--- config.mk ---
export PLATFORM = sky130hd
export DESIGN_NAME = scoreboard_dep_matrix
export DESIGN_NICKNAME = d
export VERILOG_FILES = /design/src/rtl/sb_pkg.sv /design/src/rtl/sb_dep_matrix.sv /design/src/rtl/sb_issue_ctrl.sv /design/src/rtl/scoreboard_dep_matrix.sv
export SDC_FILE = /design/constraint.sdc
export NUM_CORES = 1
export LEC_CHECK = 0
export BUFFER_PORTS_ARGS = -buffer_cell sky130_fd_sc_hd__buf_2
export CORE_MARGIN = 3
export CORE_UTILIZATION = 53
export CTS_CLUSTER_SIZE = 25
export DETAILED_ROUTE_END_ITERATION = 12
export GPL_TIMING_DRIVEN = 0
export PLACE_DENSITY = 0.71
export SYNTH_ARGS = -nofsm -noshare
export SYNTH_HDL_FRONTEND = slang
export SYNTH_HIERARCHICAL = 1
export SYNTH_SLANG_ARGS = --single-unit
--- constraint.sdc ---
create_clock -name clk -period 6.4 [get_ports clk]
set_input_delay 0.32 -clock clk [delete_from_list [all_inputs] [get_ports clk]]
set_output_delay 0.32 -clock clk [all_outputs]
set_load 0.05 [all_outputs]
--- src/rtl/sb_pkg.sv ---
package sb_pkg;
  localparam int SB_UNITS   = 4;
  localparam int SB_REGS    = 8;
  localparam int SB_SHADOWS = 2;
  localparam int SB_UNIT_W  = (SB_UNITS > 1) ? $clog2(SB_UNITS) : 1;
  localparam int SB_REG_W   = (SB_REGS > 1) ? $clog2(SB_REGS) : 1;
  localparam int SB_SH_W    = (SB_SHADOWS > 1) ? $clog2(SB_SHADOWS) : 1;

  // Strobes from the grant control into the dependency matrix
  typedef struct packed {
    logic                  issueFire;
    logic [SB_UNIT_W-1:0]  issueUnit;
    logic [SB_REGS-1:0]    destOneHot;
    logic [SB_REGS-1:0]    srcOneHot;
    logic [SB_UNITS-1:0]   liveMask;      // busy and not writing this cycle
    logic [SB_UNITS-1:0]   waitReadMask;  // busy and still owing a read after this cycle
    logic [SB_UNITS-1:0]   readGrant;
    logic [SB_UNITS-1:0]   writeGrant;
    logic [SB_SHADOWS-1:0] shadowNow;     // shadows a new issue falls under
    logic [SB_SHADOWS-1:0] shadowClear;   // slot resolved this cycle
    logic [SB_SHADOWS-1:0] shadowKill;    // slot mispredicted this cycle
  } sbStrobe_t;
endpackage

--- src/rtl/sb_dep_matrix.sv ---
module sb_dep_matrix
  import sb_pkg::*;
(
  input  logic                 clk,
  input  logic                 rstN,
  input  sbStrobe_t            strobe,
  output logic [SB_UNITS-1:0]  rawBlocked,
  output logic [SB_UNITS-1:0]  warBlocked,
  output logic [SB_UNITS-1:0]  shadowBlocked,
  output logic [SB_UNITS-1:0]  killHit,
  output logic [SB_REGS-1:0]   regOwned
);
  // unit-versus-register rows
  logic [SB_REGS-1:0]    destOH    [SB_UNITS];
  logic [SB_REGS-1:0]    srcOH     [SB_UNITS];
  // unit-versus-unit rows: row = waiting unit, column = unit it waits on
  logic [SB_UNITS-1:0]   rawDep    [SB_UNITS];
  logic [SB_UNITS-1:0]   warDep    [SB_UNITS];
  // unit-versus-shadow rows
  logic [SB_SHADOWS-1:0] shadowDep [SB_UNITS];

  logic [SB_UNITS-1:0] liveNow;
  logic [SB_UNITS-1:0] waitNow;
  logic [SB_UNITS-1:0] freeCol;

  always_comb begin
    regOwned = '0;
    for (int u = 0; u < SB_UNITS; u++) begin
      rawBlocked[u]    = |rawDep[u];
      warBlocked[u]    = |warDep[u];
      shadowBlocked[u] = |shadowDep[u];
      killHit[u]       = |(shadowDep[u] & strobe.shadowKill);
      regOwned         = regOwned | destOH[u];
    end
    liveNow = strobe.liveMask & ~killHit;
    waitNow = strobe.waitReadMask & ~killHit;
    freeCol = strobe.writeGrant | killHit;
  end

  always_ff @(posedge clk) begin
    if (!rstN) begin
      for (int u = 0; u < SB_UNITS; u++) begin
        destOH[u]    <= '0;
        srcOH[u]     <= '0;
        rawDep[u]    <= '0;
        warDep[u]    <= '0;
        shadowDep[u] <= '0;
      end
    end else begin
      for (int u = 0; u < SB_UNITS; u++) begin
        if (strobe.issueFire && strobe.issueUnit == SB_UNIT_W'(u)) begin
          destOH[u]    <= strobe.destOneHot;
          srcOH[u]     <= strobe.srcOneHot;
          shadowDep[u] <= strobe.shadowNow;
          for (int v = 0; v < SB_UNITS; v++) begin
            rawDep[u][v] <= liveNow[v] & (|(destOH[v] & strobe.srcOneHot));
            warDep[u][v] <= waitNow[v] & (|(srcOH[v] & strobe.destOneHot));
          end
        end else if (freeCol[u]) begin
          destOH[u]    <= '0;
          srcOH[u]     <= '0;
          rawDep[u]    <= '0;
          warDep[u]    <= '0;
          shadowDep[u] <= '0;
        end else begin
          rawDep[u]    <= rawDep[u] & ~freeCol;
          warDep[u]    <= warDep[u] & ~(strobe.readGrant | killHit);
          shadowDep[u] <= shadowDep[u] & ~strobe.shadowClear;
        end
      end
    end
  end

  // An accepted issue never lands on a register another unit still owns
  p_waw_free_dest_r2: assert property (@(posedge clk) disable iff (!rstN)
    strobe.issueFire |-> !(|(regOwned & strobe.destOneHot)));

  for (genvar g = 0; g < SB_UNITS; g++) begin : gRowChk
    p_raw_holds_read_r3: assert property (@(posedge clk) disable iff (!rstN)
      (|rawDep[g]) |-> !strobe.readGrant[g]);
    p_war_holds_write_r4: assert property (@(posedge clk) disable iff (!rstN)
      (|warDep[g]) |-> !strobe.writeGrant[g]);
    p_shadow_holds_write_r5: assert property (@(posedge clk) disable iff (!rstN)
      (|shadowDep[g]) |-> !strobe.writeGrant[g]);
  end
endmodule

--- src/rtl/sb_issue_ctrl.sv ---
module sb_issue_ctrl
  import sb_pkg::*;
(
  input  logic                  clk,
  input  logic                  rstN,
  input  logic                  issueValid,
  input  logic [SB_UNIT_W-1:0]  issueUnit,
  input  logic [SB_REG_W-1:0]   issueDest,
  input  logic [SB_REG_W-1:0]   issueSrcA,
  input  logic [SB_REG_W-1:0]   issueSrcB,
  input  logic [SB_UNITS-1:0]   unitDone,
  input  logic                  branchOpen,
  input  logic [SB_SH_W-1:0]    branchOpenId,
  input  logic                  branchResolve,
  input  logic [SB_SH_W-1:0]    branchResolveId,
  input  logic                  branchMispredict,
  input  logic [SB_REGS-1:0]    regOwned,
  input  logic [SB_UNITS-1:0]   rawBlocked,
  input  logic [SB_UNITS-1:0]   warBlocked,
  input  logic [SB_UNITS-1:0]   shadowBlocked,
  input  logic [SB_UNITS-1:0]   killHit,
  output sbStrobe_t             strobe,
  output logic                  issueStall,
  output logic [SB_UNITS-1:0]   goRead,
  output logic [SB_UNITS-1:0]   goWrite,
  output logic [SB_UNITS-1:0]   unitCancel
);
  logic [SB_UNITS-1:0]   busy;
  logic [SB_UNITS-1:0]   readDone;
  logic [SB_UNITS-1:0]   resultReady;
  logic [SB_SHADOWS-1:0] shadowActive;

  logic [SB_REGS-1:0]    destOneHot;
  logic [SB_SHADOWS-1:0] resolveOneHot;
  logic [SB_SHADOWS-1:0] openOneHot;
  logic                  issueFire;

  always_comb begin
    destOneHot    = SB_REGS'(1) << issueDest;
    resolveOneHot = branchResolve ? (SB_SHADOWS'(1) << branchResolveId) : '0;
    openOneHot    = branchOpen ? (SB_SHADOWS'(1) << branchOpenId) : '0;
    issueStall    = issueValid & (busy[issueUnit] | (|(regOwned & destOneHot)));
    issueFire     = issueValid & ~issueStall;
    goRead        = busy & ~readDone & ~rawBlocked;
    goWrite       = busy & resultReady & ~warBlocked & ~shadowBlocked;
    unitCancel    = busy & killHit;
  end

  always_comb begin
    strobe.issueFire    = issueFire;
    strobe.issueUnit    = issueUnit;
    strobe.destOneHot   = destOneHot;
    strobe.srcOneHot    = (SB_REGS'(1) << issueSrcA) | (SB_REGS'(1) << issueSrcB);
    strobe.liveMask     = busy & ~goWrite;
    strobe.waitReadMask = busy & ~readDone & ~goRead;
    strobe.readGrant    = goRead;
    strobe.writeGrant   = goWrite;
    strobe.shadowNow    = shadowActive & ~resolveOneHot;
    strobe.shadowClear  = resolveOneHot;
    strobe.shadowKill   = branchMispredict ? resolveOneHot : '0;
  end

  always_ff @(posedge clk) begin
    if (!rstN) begin
      busy         <= '0;
      readDone     <= '0;
      resultReady  <= '0;
      shadowActive <= '0;
    end else begin
      shadowActive <= (shadowActive & ~resolveOneHot) | openOneHot;
      for (int u = 0; u < SB_UNITS; u++) begin
        if (issueFire && issueUnit == SB_UNIT_W'(u)) begin
          busy[u]        <= 1'b1;
          readDone[u]    <= 1'b0;
          resultReady[u] <= 1'b0;
        end else if (goWrite[u] || killHit[u]) begin
          busy[u]        <= 1'b0;
          readDone[u]    <= 1'b0;
          resultReady[u] <= 1'b0;
        end else begin
          if (goRead[u]) readDone[u] <= 1'b1;
          if (unitDone[u] && busy[u] && readDone[u]) resultReady[u] <= 1'b1;
        end
      end
    end
  end

  // A slot is only opened when free
  p_open_free_slot_r5: assert property (@(posedge clk) disable iff (!rstN)
    branchOpen |-> !shadowActive[branchOpenId]);

  for (genvar g = 0; g < SB_UNITS; g++) begin : gUnitChk
    p_single_read_r3: assert property (@(posedge clk) disable iff (!rstN)
      goRead[g] |=> !goRead[g]);
    p_cancel_no_write_r7: assert property (@(posedge clk) disable iff (!rstN)
      unitCancel[g] |-> !goWrite[g]);
    p_one_write_r8: assert property (@(posedge clk) disable iff (!rstN)
      goWrite[g] |=> !goWrite[g]);
  end
endmodule

--- src/rtl/scoreboard_dep_matrix.sv ---
module scoreboard_dep_matrix
  import sb_pkg::*;
(
  input  logic                  clk,
  input  logic                  rstN,
  input  logic                  issueValid,
  input  logic [SB_UNIT_W-1:0]  issueUnit,
  input  logic [SB_REG_W-1:0]   issueDest,
  input  logic [SB_REG_W-1:0]   issueSrcA,
  input  logic [SB_REG_W-1:0]   issueSrcB,
  output logic                  issueStall,
  input  logic [SB_UNITS-1:0]   unitDone,
  input  logic                  branchOpen,
  input  logic [SB_SH_W-1:0]    branchOpenId,
  input  logic                  branchResolve,
  input  logic [SB_SH_W-1:0]    branchResolveId,
  input  logic                  branchMispredict,
  output logic [SB_UNITS-1:0]   goRead,
  output logic [SB_UNITS-1:0]   goWrite,
  output logic [SB_UNITS-1:0]   unitCancel
);
  sbStrobe_t           strobe;
  logic [SB_UNITS-1:0] rawBlocked;
  logic [SB_UNITS-1:0] warBlocked;
  logic [SB_UNITS-1:0] shadowBlocked;
  logic [SB_UNITS-1:0] killHit;
  logic [SB_REGS-1:0]  regOwned;

  sb_issue_ctrl i_ctrl (
    .clk              (clk),
    .rstN             (rstN),
    .issueValid       (issueValid),
    .issueUnit        (issueUnit),
    .issueDest        (issueDest),
    .issueSrcA        (issueSrcA),
    .issueSrcB        (issueSrcB),
    .unitDone         (unitDone),
    .branchOpen       (branchOpen),
    .branchOpenId     (branchOpenId),
    .branchResolve    (branchResolve),
    .branchResolveId  (branchResolveId),
    .branchMispredict (branchMispredict),
    .regOwned         (regOwned),
    .rawBlocked       (rawBlocked),
    .warBlocked       (warBlocked),
    .shadowBlocked    (shadowBlocked),
    .killHit          (killHit),
    .strobe           (strobe),
    .issueStall       (issueStall),
    .goRead           (goRead),
    .goWrite          (goWrite),
    .unitCancel       (unitCancel)
  );

  sb_dep_matrix i_matrix (
    .clk           (clk),
    .rstN          (rstN),
    .strobe        (strobe),
    .rawBlocked    (rawBlocked),
    .warBlocked    (warBlocked),
    .shadowBlocked (shadowBlocked),
    .killHit       (killHit),
    .regOwned      (regOwned)
  );
endmodule

== Yosys cells after proc, flatten, opt, wreduce, memory -nomap -nowiden ==
Memory sizes are Yosys's and may differ from the RTL's.
Cells that the tools add are included.

* Order comparisons: 1
* Equal/unequal tests: 3
* Shifts and indexed selects: 5
* Muxes and demuxes: 182
* Bitwise operators: 190
* Reductions and logical operators: 50

{| class="wikitable"
|+ Operator list
! cell !! count
|-
| 2-to-1 mux 1 bit || 150
|-
| 2-to-1 mux 8 bit || 16
|-
| bitwise OR 1 bit || 125
|-
| bitwise AND 4 bit || 18
|-
| bitwise AND 8 bit || 9
|-
| OR reduction 8 bit || 9
|-
| inverter 4 bit || 9
|-
| bitwise OR 8 bit || 4
|-
| OR reduction 4 bit || 8
|-
| 2-to-1 mux 2 bit || 15
|-
| << shifter 1 x 3 -> 8 bit (first input constant) || 3
|-
| bitwise AND 2 bit || 9
|-
| OR reduction 2 bit || 8
|-
| logical AND 1 bit || 12
|-
| OR reduction 3 bit || 4
|-
| bitwise AND 1 bit || 10
|-
| bitwise OR 4 bit || 2
|-
| nonzero test 2 bit || 4
|-
| equality test 2 bit (second input constant) || 2
|-
| logical OR 1 bit || 4
|-
| << shifter 1 x 1 -> 2 bit (first input constant) || 2
|-
| < comparator 2 x 3 -> 1 bit (second input constant) || 1
|-
| binary-select mux 1 bit (select 2 bit) || 1
|-
| equality test 2 x 1 -> 1 bit (second input constant) || 1
|-
| other kinds (4) || 5
|}

* Flip-flop bits (word level): 14
* Bits in writable memories: 104
* Input bits: 23
* Logic and storage cells: 449
* Memories kept: 5

{| class="wikitable"
|+ Memory list
! memory !! depth !! bits a word !! read ports !! clocked after memory_dff !! write ports !! RTL line !! RTL
|-
| i_matrix.destOH || 4 || 8 || 4 || 0 || 4 || sb_dep_matrix.sv:14 || <nowiki>logic [SB_REGS-1:0] destOH [SB_UNITS];</nowiki>
|-
| i_matrix.srcOH || 4 || 8 || 4 || 0 || 4 || sb_dep_matrix.sv:15 || <nowiki>logic [SB_REGS-1:0] srcOH [SB_UNITS];</nowiki>
|-
| i_matrix.rawDep || 4 || 4 || 4 || 0 || 4 || sb_dep_matrix.sv:17 || <nowiki>logic [SB_UNITS-1:0] rawDep [SB_UNITS];</nowiki>
|-
| i_matrix.warDep || 4 || 4 || 4 || 0 || 4 || sb_dep_matrix.sv:18 || <nowiki>logic [SB_UNITS-1:0] warDep [SB_UNITS];</nowiki>
|-
| i_matrix.shadowDep || 4 || 2 || 4 || 0 || 4 || sb_dep_matrix.sv:20 || <nowiki>logic [SB_SHADOWS-1:0] shadowDep [SB_UNITS];</nowiki>
|}

== Logic depth before layout (Yosys ltp) ==
Gate-level depths: netlist of run 1.

* Depth in word-level cells: 16
* Gate-level depth with buffers: 11
* Mapped depth without buffers: 8

== Modules after synthesis ==
The synthesis of run 1 kept the hierarchy.

{| class="wikitable"
|+ By module, submodules not included
! module !! times used !! cells an instance !! area an instance (µm²) !! sequential area each (µm²)
|-
| sb_dep_matrix || 1 || 339 || 4,864.7 || 3,123.0
|-
| sb_issue_ctrl || 1 || 167 || 1,295.0 || 280.3
|}

== Worst setup path before layout of run 1 ==
OpenSTA, ideal clock, no wires.

* Path type: flip-flop to flip-flop
* From: mem i_matrix.warDep[1][2]
* To: mem i_matrix.destOH[1][0] (enable)
* Library setup time: 0.364 ns
* Data arrival time: 3.641 ns
* Setup slack: 2.395 ns
* Cell stages (with the launch flop): 8
* Path buffers: 2
* Cells stage by stage: edfxtp_1 > or4_1 > nor4bb_1 > buf_4 > nor2_4 > and3_1 > buf_6 > inv_1

{| class="wikitable"
|+ RTL lines
! what !! RTL line
|-
| from (decl) || sb_dep_matrix.sv:18
|-
| to (decl) || sb_dep_matrix.sv:14
|}

==> flow_summary.ini, run 1 <==
[drt]
postRouteAntennaNets = 0
wirelength_mm = 16.1
drt_first_pass_iters = 5
drc = 0
wl_per_cell_um = 21.6
vias_per_cell = 6.22
drt_iter0_markers = 520
vias = 4653

[place]
post-dp-hpwl_mm = 11.7
dp_slack_ps = 3190
port_buffers = 31
dp_cells = 716
globalplace.congestion = 0.841

[min_path]
min_path_cells = 3
hold_start = branchOpenId
hp-class = in2reg
holdPathEnd = i_ctrl/shadowActive[0]

[clock_tree]
htreeDepth = 4
tritoncts.num_buffers = 17
cts_tree = built
clock_path_buffers = 2
post_cts_buffers = 0
clock_latency_ps = 420
clk_pin_slew_ps = 50
cts_root_buffer = clkbuf_16
cts.repair.resized = 0
cts_hold_buffers = 0
clock_sinks = 118

[worst_setup_path]
critPathKind = reg2reg
cp_cell_sequence = or4_1 > mux2i_1 > mux4_2 > and4b_1 > buf_4 > nand2_1 > nor2_1 > nor2b_4 > buf_6 > inv_1
worst_setup_path_start_kind = flop
rr_worst_depth = 10
arrival_ps = 3320
crit_path_max_fanout = 16
timing.rr.start = i_matrix/destOH[0][4]
r2r_slack_ps = 3130
cp_num_buf_inv = 3
slowest_stage = or4_1
cp_top_family = simple AND/OR/NAND/NOR gates
reg2reg_to = i_matrix/destOH[2][2]
critPathMaxStageDelay_ps = 540
endpoint_kind = flop
cp.required_ps = 6450

[floorplanning]
start_util_pct = 55.6
die_w_um = 114
die_area_mm2 = 0.0130
die_h_um = 114
core_area_mm2 = 0.0111
boundaryPins = 36
rows = 38

[cells_and_area]
final_util_pct = 64.9
fin_nets = 618
final_cell_mix = edfxtp_1 (104), and2_1 (72), conb_1 (40)
syn_to_final_growth_pct = 16.6
layout_commonest_cell = edfxtp_1
layout-drive-gt1-share_pct = 18.8
antenna_cells = 0
stdcell_count = 748

[yosys]
synth_area_leaders = edfxtp_1 (51%), and2_1 (7.3%), a32o_1 (4.6%)
synth-adder-area-share_pct = 0
synth_compound_area_share_pct = 16.9
synth.distinct_cells = 60
synthSimpleGateAreaFrac_pct = 21.8
ys_async_sr_fraction_pct = 0
synth_top_family_by_area = simple AND/OR/NAND/NOR gates
synth_xor_area_share_pct = 0
ys_ff_latch = 118
yosys.area.top_type = edfxtp_1
synth-seq-area-share_pct = 55.3
synth_edf_count = 104
synth_mux_area_share_pct = 1.30
ys_warn_count = 6
synth_top_area_share_pct = 50.7
postSynthCellCount = 506
ys.flop_type = edfxtp_1
synth_area_per_cell_um2 = 12.2
syn_area_mm2 = 0.00616

[job]
cap_violations = 0

[sta]
drv_slew = 0
tightest_slew_ps = 1310
setup_ws_ps = 3130
setup_viol = 0
fin_crit_sh_pct = 51.0
min_period_ps = 3270
rsz0062_at_grt = false
finalHoldViolations = 0
fmax_mhz = 306
max_slew_margin_pct = 12.2
clock-skew-final_ps = 11.0
fin_tns_setup_ps = 0

[grt]
grtUsageTotal_pct = 25.8
grt_pass1_vias = 4466
grt_max_degree = 17
overflow = 0
antenna_found_initial = 0
grt_pass1_wl_mm = 24.5

[power_and_ir_drop]
p_per_area_mw_per_mm2 = 274
ir_drop_v = 0.000202
p_leak_nw = 2.73

[run_status]
outcome = completed
[where the power goes]
group	switching, W	leakage, nW	internal [W]	total (W)
clock	0.000322	0.266	0.000563	0.000885
sequential	0.0000219	1.20	0.000885	0.000907
combinational	0.000114	1.27	0.0000618	0.000176
total	0.000459	2.73	0.00151	0.00197
[how the worst max path moves through the flow]
stage                                      from                    end  cells after the start  slack [ps]
after CTS                 i_matrix/destOH[0][4]  i_matrix/destOH[2][2]                     10        3140
after floorplan           i_matrix/warDep[1][2]  i_matrix/destOH[1][0]                      7        2400
after global placement    i_matrix/destOH[0][6]  i_matrix/destOH[2][2]                     10        3250
final                     i_matrix/destOH[0][4]  i_matrix/destOH[2][2]                     10        3130
after global routing      i_matrix/destOH[0][6]  i_matrix/destOH[2][2]                     10        3040
after detailed placement  i_matrix/destOH[0][4]  i_matrix/destOH[2][2]                     10        3190
[sequential cells by signal (all words and copies together), names as in the netlist]
register / count
i_ctrl/busy: 4
i_ctrl/readDone: 4
i_ctrl/resultReady: 4
i_ctrl/shadowActive: 2
i_matrix/destOH: 32
i_matrix/rawDep: 16
i_matrix/shadowDep: 8
i_matrix/srcOH: 32
i_matrix/warDep: 16
[logic make-up (layout without fill, tap and decap cells)]
kind of cell           after synthesis  in the layout
other                                1             40
AO/OA/AOI/OAI                      127            127
multiplexers                         5              5
buffers and inverters               50            113
flip-flops                         118            118
AND/OR/NAND/NOR                    205            205
[metal layers]
metal | track usage (%) | up-vias | part of all wire (%)
met1 | 37.6 | 2307 | 45
li1 | - | 2107 | -
met5 | 0 | - | 0
met2 | 37.7 | 213 | 45
met3 | 6.42 | 26 | 8.2
met4 | 9.26 | 0 | 1.7
[synth_stat cells (all sizes together) (6+ instances only)]
library cell	number
nand2b	14
a22o	18
and3	9
a221oi	7
inv	18
a2111oi	6
or3	6
clkbuf	9
a31oi	11
a21oi	14
edfxtp	104
buf	23
nand2	22
a32o	30
dfxtp	14
nor2b	11
nor2	17
a22oi	22
or4	16
nor3b	10
and2	73
[area by class of cell]
cell class,count,area [µm²]
multi-input combinational,377,2610
buffer,32,221
tap,140,175
clock inverter,12,111
sequential,118,3400
fill,912,3890
inverter,18,67.6
clock buffer,20,437
timing repair buffer,31,155
[worst reg2reg max path: stages (launching register included)]
cell      delay, ps
edfxtp_1        410
or4_1           540
mux2i_1         150
mux4_2          360
and4b_1         210
buf_4           160
nand2_1          90
nor2_1          260
nor2b_4          70
buf_6           150
inv_1           500
[stage by stage]
| step | instance area, µm² | hold slack, ps | total power, W |
|---|---|---|---|
| 2_1_floorplan | 6310 | 533 | 0.00103 |
| 5_1_grt | 7180 | 230 | 0.00204 |
| 4_1_cts | 7180 | 205 | 0.00198 |
| 6_report | 7180 | 224 | 0.00197 |
| 3_3_place_gp | 6640 | 557 | 0.00109 |
| 3_5_place_dp | 6640 | 563 | 0.00109 |
Note: power is estimated with default switching activity, not from simulation.
==> run 2, diff against run 1 <==
==> constraint.sdc (replaced) <==
create_clock -name clk -period 3.2 [get_ports clk]
set_input_delay 0.16 -clock clk [delete_from_list [all_inputs] [get_ports clk]]
set_output_delay 0.16 -clock clk [all_outputs]
set_load 0.05 [all_outputs]
==> flow_summary.ini, run 2 (synthesis results as in run 1) <==
[run_status]
outcome = completed

[clock_tree]
clk_pin_slew_ps = 50
tritoncts.num_buffers = 17
htreeDepth = 4
cts_tree = built
clock_path_buffers = 2
clock_latency_ps = 410
cts_root_buffer = clkbuf_16
clock_sinks = 118

[sta]
fin_tns_setup_ps = 0
max_slew_margin_pct = 16.6
finalHoldViolations = 0
fmax_mhz = 325
tightest_slew_ps = 1240
rsz0062_at_grt = false
fin_crit_sh_pct = 96.2
setup_viol = 0
clock-skew-final_ps = 10.5
min_period_ps = 3080
drv_slew = 0

[drt]
wl_per_cell_um = 22.1
postRouteAntennaNets = 0
drt_iter0_markers = 578
drt_first_pass_iters = 5
wirelength_mm = 16.5
drc = 0
vias = 4623
vias_per_cell = 6.19

[power_and_ir_drop]
p_leak_nw = 2.74
p_total_w = 0.00383
p_per_area_mw_per_mm2 = 530
ir_drop_v = 0.000558

[worst_setup_path]
cp_top_family = simple AND/OR/NAND/NOR gates
arrival_ps = 3120
crit_path_max_fanout = 16
slowest_stage = or4_1
cp.required_ps = 3240
cp_cell_sequence = or4_1 > mux2i_1 > mux4_2 > and4b_1 > buf_4 > nand3_1 > and2_4 > buf_6 > inv_1
critPathMaxStageDelay_ps = 530
critPathKind = reg2reg
cp_num_buf_inv = 3
worst_setup_path_start_kind = flop
endpoint_kind = flop

[floorplanning]
boundaryPins = 36
die_h_um = 114
core_area_mm2 = 0.0111
die_area_mm2 = 0.0130
start_util_pct = 55.6
rows = 38
die_w_um = 114

[cells_and_area]
layout-drive-gt1-share_pct = 19.3
final_cell_mix = edfxtp_1 (104), and2_1 (72), conb_1 (40)
reg_top3 = i_matrix/destOH (32), i_matrix/srcOH (32)
layout_commonest_cell = edfxtp_1
syn_to_final_growth_pct = 17.1
final_util_pct = 65.1
fin_nets = 620
stdcell_count = 747
antenna_cells = 0

[job]
cap_violations = 0

[place]
port_buffers = 31
globalplace.congestion = 0.875
dp_cells = 716
post-dp-hpwl_mm = 12.1

[grt]
grtUsageTotal_pct = 26.5
grt_max_degree = 17
grt_pass1_vias = 4618
grt_pass1_wl_mm = 25.6
overflow = 0
antenna_found_initial = 0

[min_path]
hp-class = in2reg
run 2: layout make-up:
| class | instances | area [µm²] |
|---|---|---|
| Fill cell | 892 | 3860 |
| Multi-Input combinational cell | 377 | 2670 |
| Clock inverter | 8 | 61.3 |
| Buffer | 32 | 221 |
| Clock buffer | 21 | 440 |
| Tap cell | 140 | 175 |
| Timing Repair Buffer | 33 | 168 |
| Sequential cell | 118 | 3400 |
| Inverter | 18 | 78.8 |
run 2: where the power goes:
group | internal, W | switching [W] | total [W]
logic | 0.000127 | 0.000238 | 0.000365
registers | 0.00177 | 0.0000448 | 0.00182
clock network | 0.00103 | 0.000612 | 0.00165
run 2: repair_timing:
action                                  in CTS  in global routing
hold buffers                                 0                  0
endpoints found under the setup margin       0                 48
gates resized for setup                      0                  3
buffers inserted                             0                  1
run 2: final timing paths:
check / from / to / slack, ps / cells past startpoint
worst max register to register: i_matrix/destOH[0][6] / i_matrix/srcOH[3][3] / 120 / 9
worst min-delay path: branchOpen / i_ctrl/shadowActive[1] / 80 / 3
worst min register to register: i_ctrl/readDone[0] / i_ctrl/readDone[0] / 580 / 3
worst max-delay path: i_matrix/destOH[0][6] / i_matrix/srcOH[3][3] / 120 / 9
run 2: worst register-to-register path, stage by stage, from the launching register on:
cell and delay (ps):
edfxtp_1 400, or4_1 530, mux2i_1 170, mux4_2 360
and4b_1 240, buf_4 170, nand3_1 80, and2_4 170
buf_6 140, inv_1 470
run 2: stage by stage:
step | setup slack [ps] | hold slack [ps] | instance area [µm²]
after floorplan | 61.0 | 378 | 6360
after global placement | 92.9 | 483 | 6690
after detailed placement | 22.7 | 486 | 6690
after CTS | 7.23 | 65.1 | 7190
after global routing | 22.2 | 73.9 | 7210
final | 122 | 77.7 | 7210
run 2: metal layers:
metal  track usage [%]  up-vias  share of wire (%)  wire length (µm)
met5                 0        -                  0                 0
met4              7.84        0                1.4               228
met3              5.68       19                8.7              1440
met2              40.2      210                 46              7680
met1              38.7     2277                 43              7170
li1                  -     2117                  -                 -
==> run 3, diff against run 2 <==
--- a/config.mk
+++ b/config.mk
@@ -6,12 +6,14 @@
 export NUM_CORES = 1
 export LEC_CHECK = 0
 export BUFFER_PORTS_ARGS = -buffer_cell sky130_fd_sc_hd__buf_2
+export CORE_ASPECT_RATIO = 0.5
 export CORE_MARGIN = 3
 export CORE_UTILIZATION = 53
 export CTS_CLUSTER_SIZE = 25
 export DETAILED_ROUTE_END_ITERATION = 12
 export GPL_TIMING_DRIVEN = 0
 export PLACE_DENSITY = 0.71
+export RECOVER_POWER = 100
 export SYNTH_ARGS = -nofsm -noshare
 export SYNTH_HDL_FRONTEND = slang
 export SYNTH_HIERARCHICAL = 1
==> flow_summary.ini, run 3 (synthesis results as in run 1) <==
[clock_tree]
clock_sinks = 118
cts_tree = built
cts_hold_buffers = 0
clock_latency_ps = 410
tritoncts.num_buffers = 17
clock_path_buffers = 2
htreeDepth = 4
clk_pin_slew_ps = 60
cts_root_buffer = clkbuf_16

[sta]
finalHoldViolations = 0
tightest_slew_ps = 1250
rsz0062_at_grt = false
clock-skew-final_ps = 8.64
min_period_ps = 3080
drv_slew = 0
setup_viol = 0
fin_tns_setup_ps = 0
fin_crit_sh_pct = 96.2
fmax_mhz = 325
holdWs_ps = 72.3
max_slew_margin_pct = 15.5
setup_ws_ps = 120

[cells_and_area]
syn_to_final_growth_pct = 17.1
reg_top3 = i_matrix/destOH (32), i_matrix/srcOH (32)
layout_commonest_cell = edfxtp_1
layout-drive-gt1-share_pct = 18.7
antenna_cells = 0
final_cell_mix = edfxtp_1 (104), and2_1 (43), conb_1 (40)
fin_nets = 619
fin_area_mm2 = 0.00721

[worst_setup_path]
r2r_slack_ps = 120
timing.rr.start = i_matrix/destOH[1][4]
worst_setup_path_start_kind = flop
worstSetupStartpoint = i_matrix/destOH[1][4]
path_depth = 10
endpoint_kind = flop
crit_path_max_fanout = 16
crit_end = i_matrix/destOH[2][2]
critPathKind = reg2reg
cp_top_family = simple AND/OR/NAND/NOR gates
cp_num_buf_inv = 3
cp_cell_sequence = or4_1 > mux2i_1 > mux4_2 > and4b_1 > buf_4 > nand2_1 > nor2_1 > nor2b_4 > clkbuf_2 > clkinvlp_4
critPathMaxStageDelay_ps = 530
cp.required_ps = 3280
slowest_stage = or4_1
reg2reg_to = i_matrix/destOH[2][2]
arrival_ps = 3160
rr_worst_depth = 10

[job]
cap_violations = 0

[drt]
drc = 0
postRouteAntennaNets = 0
drt_first_pass_iters = 5
drt_iter0_markers = 443
wl_per_cell_um = 21.5
wirelength_mm = 16.2
vias = 4714
vias_per_cell = 6.25

[grt]
antenna_found_initial = 1
grt_pass1_wl_mm = 24.8
grt_pass1_vias = 4427
grtUsageTotal_pct = 26.2
overflow = 0
grt_max_degree = 17

[place]
dp_slack_ps = 49.4
globalplace.congestion = 0.856
placed_area_mm2 = 0.00670
post-dp-hpwl_mm = 11.6
port_buffers = 31

[floorplanning]
core_area_mm2 = 0.0111
boundaryPins = 36
die_area_mm2 = 0.0130
rows = 27
start_util_pct = 55.3
die_h_um = 82.2
die_w_um = 158

[min_path]
hp-class = in2reg

[run_status]
outcome = completed

[power_and_ir_drop]
p_leak_nw = 2.67
p_per_area_mw_per_mm2 = 554
ir_drop_v = 0.000376
==> run 3: cell count changes in the layout (fill, tap and decap cells not counted), moves of 4 or more <==
cell and delta:
inv_6 +7, and2_0 +29, and2_1 -29, clkbuf_1 +6, a22oi_2 -4, clkinv_1 -4
clkbuf_2 +5, buf_2 -13, a22oi_1 +4
==> run 3: final cells by class <==
| cell class | count | area, µm² |
|---|---|---|
| flip-flops and latches | 118 | 3400 |
| fillers | 880 | 3940 |
| well taps | 145 | 181 |
| multi-input cells | 377 | 2630 |
| plain buffers | 32 | 201 |
| clock inverters | 15 | 143 |
| repair buffers | 32 | 151 |
| clock buffers | 17 | 425 |
| inverters | 18 | 78.8 |
==> run 3: stage by stage <==
stage,cells,total power [W],util (%)
final,754,0.00400,64.7
after global routing,754,0.00413,64.7
after CTS,753,0.00402,65.2
after detailed placement,721,0.00219,60.1
after global placement,721,0.00218,60.0
after floorplan,545,0.00207,-
==> run 3: where the power goes <==
group / switching [W] / internal [W]
logic: 0.000234 / 0.000121
clock network: 0.000747 / 0.00109
registers: 0.0000423 / 0.00177
total: 0.00102 / 0.00297
==> run 3: what timing repair did <==
item,CTS,global route
resized for setup,0,3
buffers inserted,0,1
setup endpoints to repair,0,48
==> run 3: worst register-to-register path: stages, from the launching register on <==
cell and delay, ps:
edfxtp_1 410, or4_1 530, mux2i_1 150, mux4_2 370, and4b_1 220, buf_4 150
nand2_1 80, nor2_1 230, nor2b_4 60, clkbuf_2 220, clkinvlp_4 330
==> run 3: worst min-delay path by stage <==
stage	start	endpoint	slack [ps]	cells past startpoint
final	branchOpen	i_ctrl/shadowActive[1]	70	3
after global routing	branchOpenId	i_ctrl/shadowActive[0]	80	3
after CTS	branchOpenId	i_ctrl/shadowActive[0]	60	3
after detailed placement	branchOpenId	i_ctrl/shadowActive[0]	500	3
after global placement	branchOpen	i_ctrl/shadowActive[1]	480	3
after floorplan	branchOpenId	i_ctrl/shadowActive[0]	380	2
==> run 3: metal layers <==
metal / up-vias / wire, µm / GRT usage, %
met1: 2340 / 7200 / 36.1
met2: 210 / 7270 / 40.5
met3: 40 / 1350 / 5.57
met4: 0 / 397 / 11.8
met5: - / 0 / 0
li1: 2124 / - / -
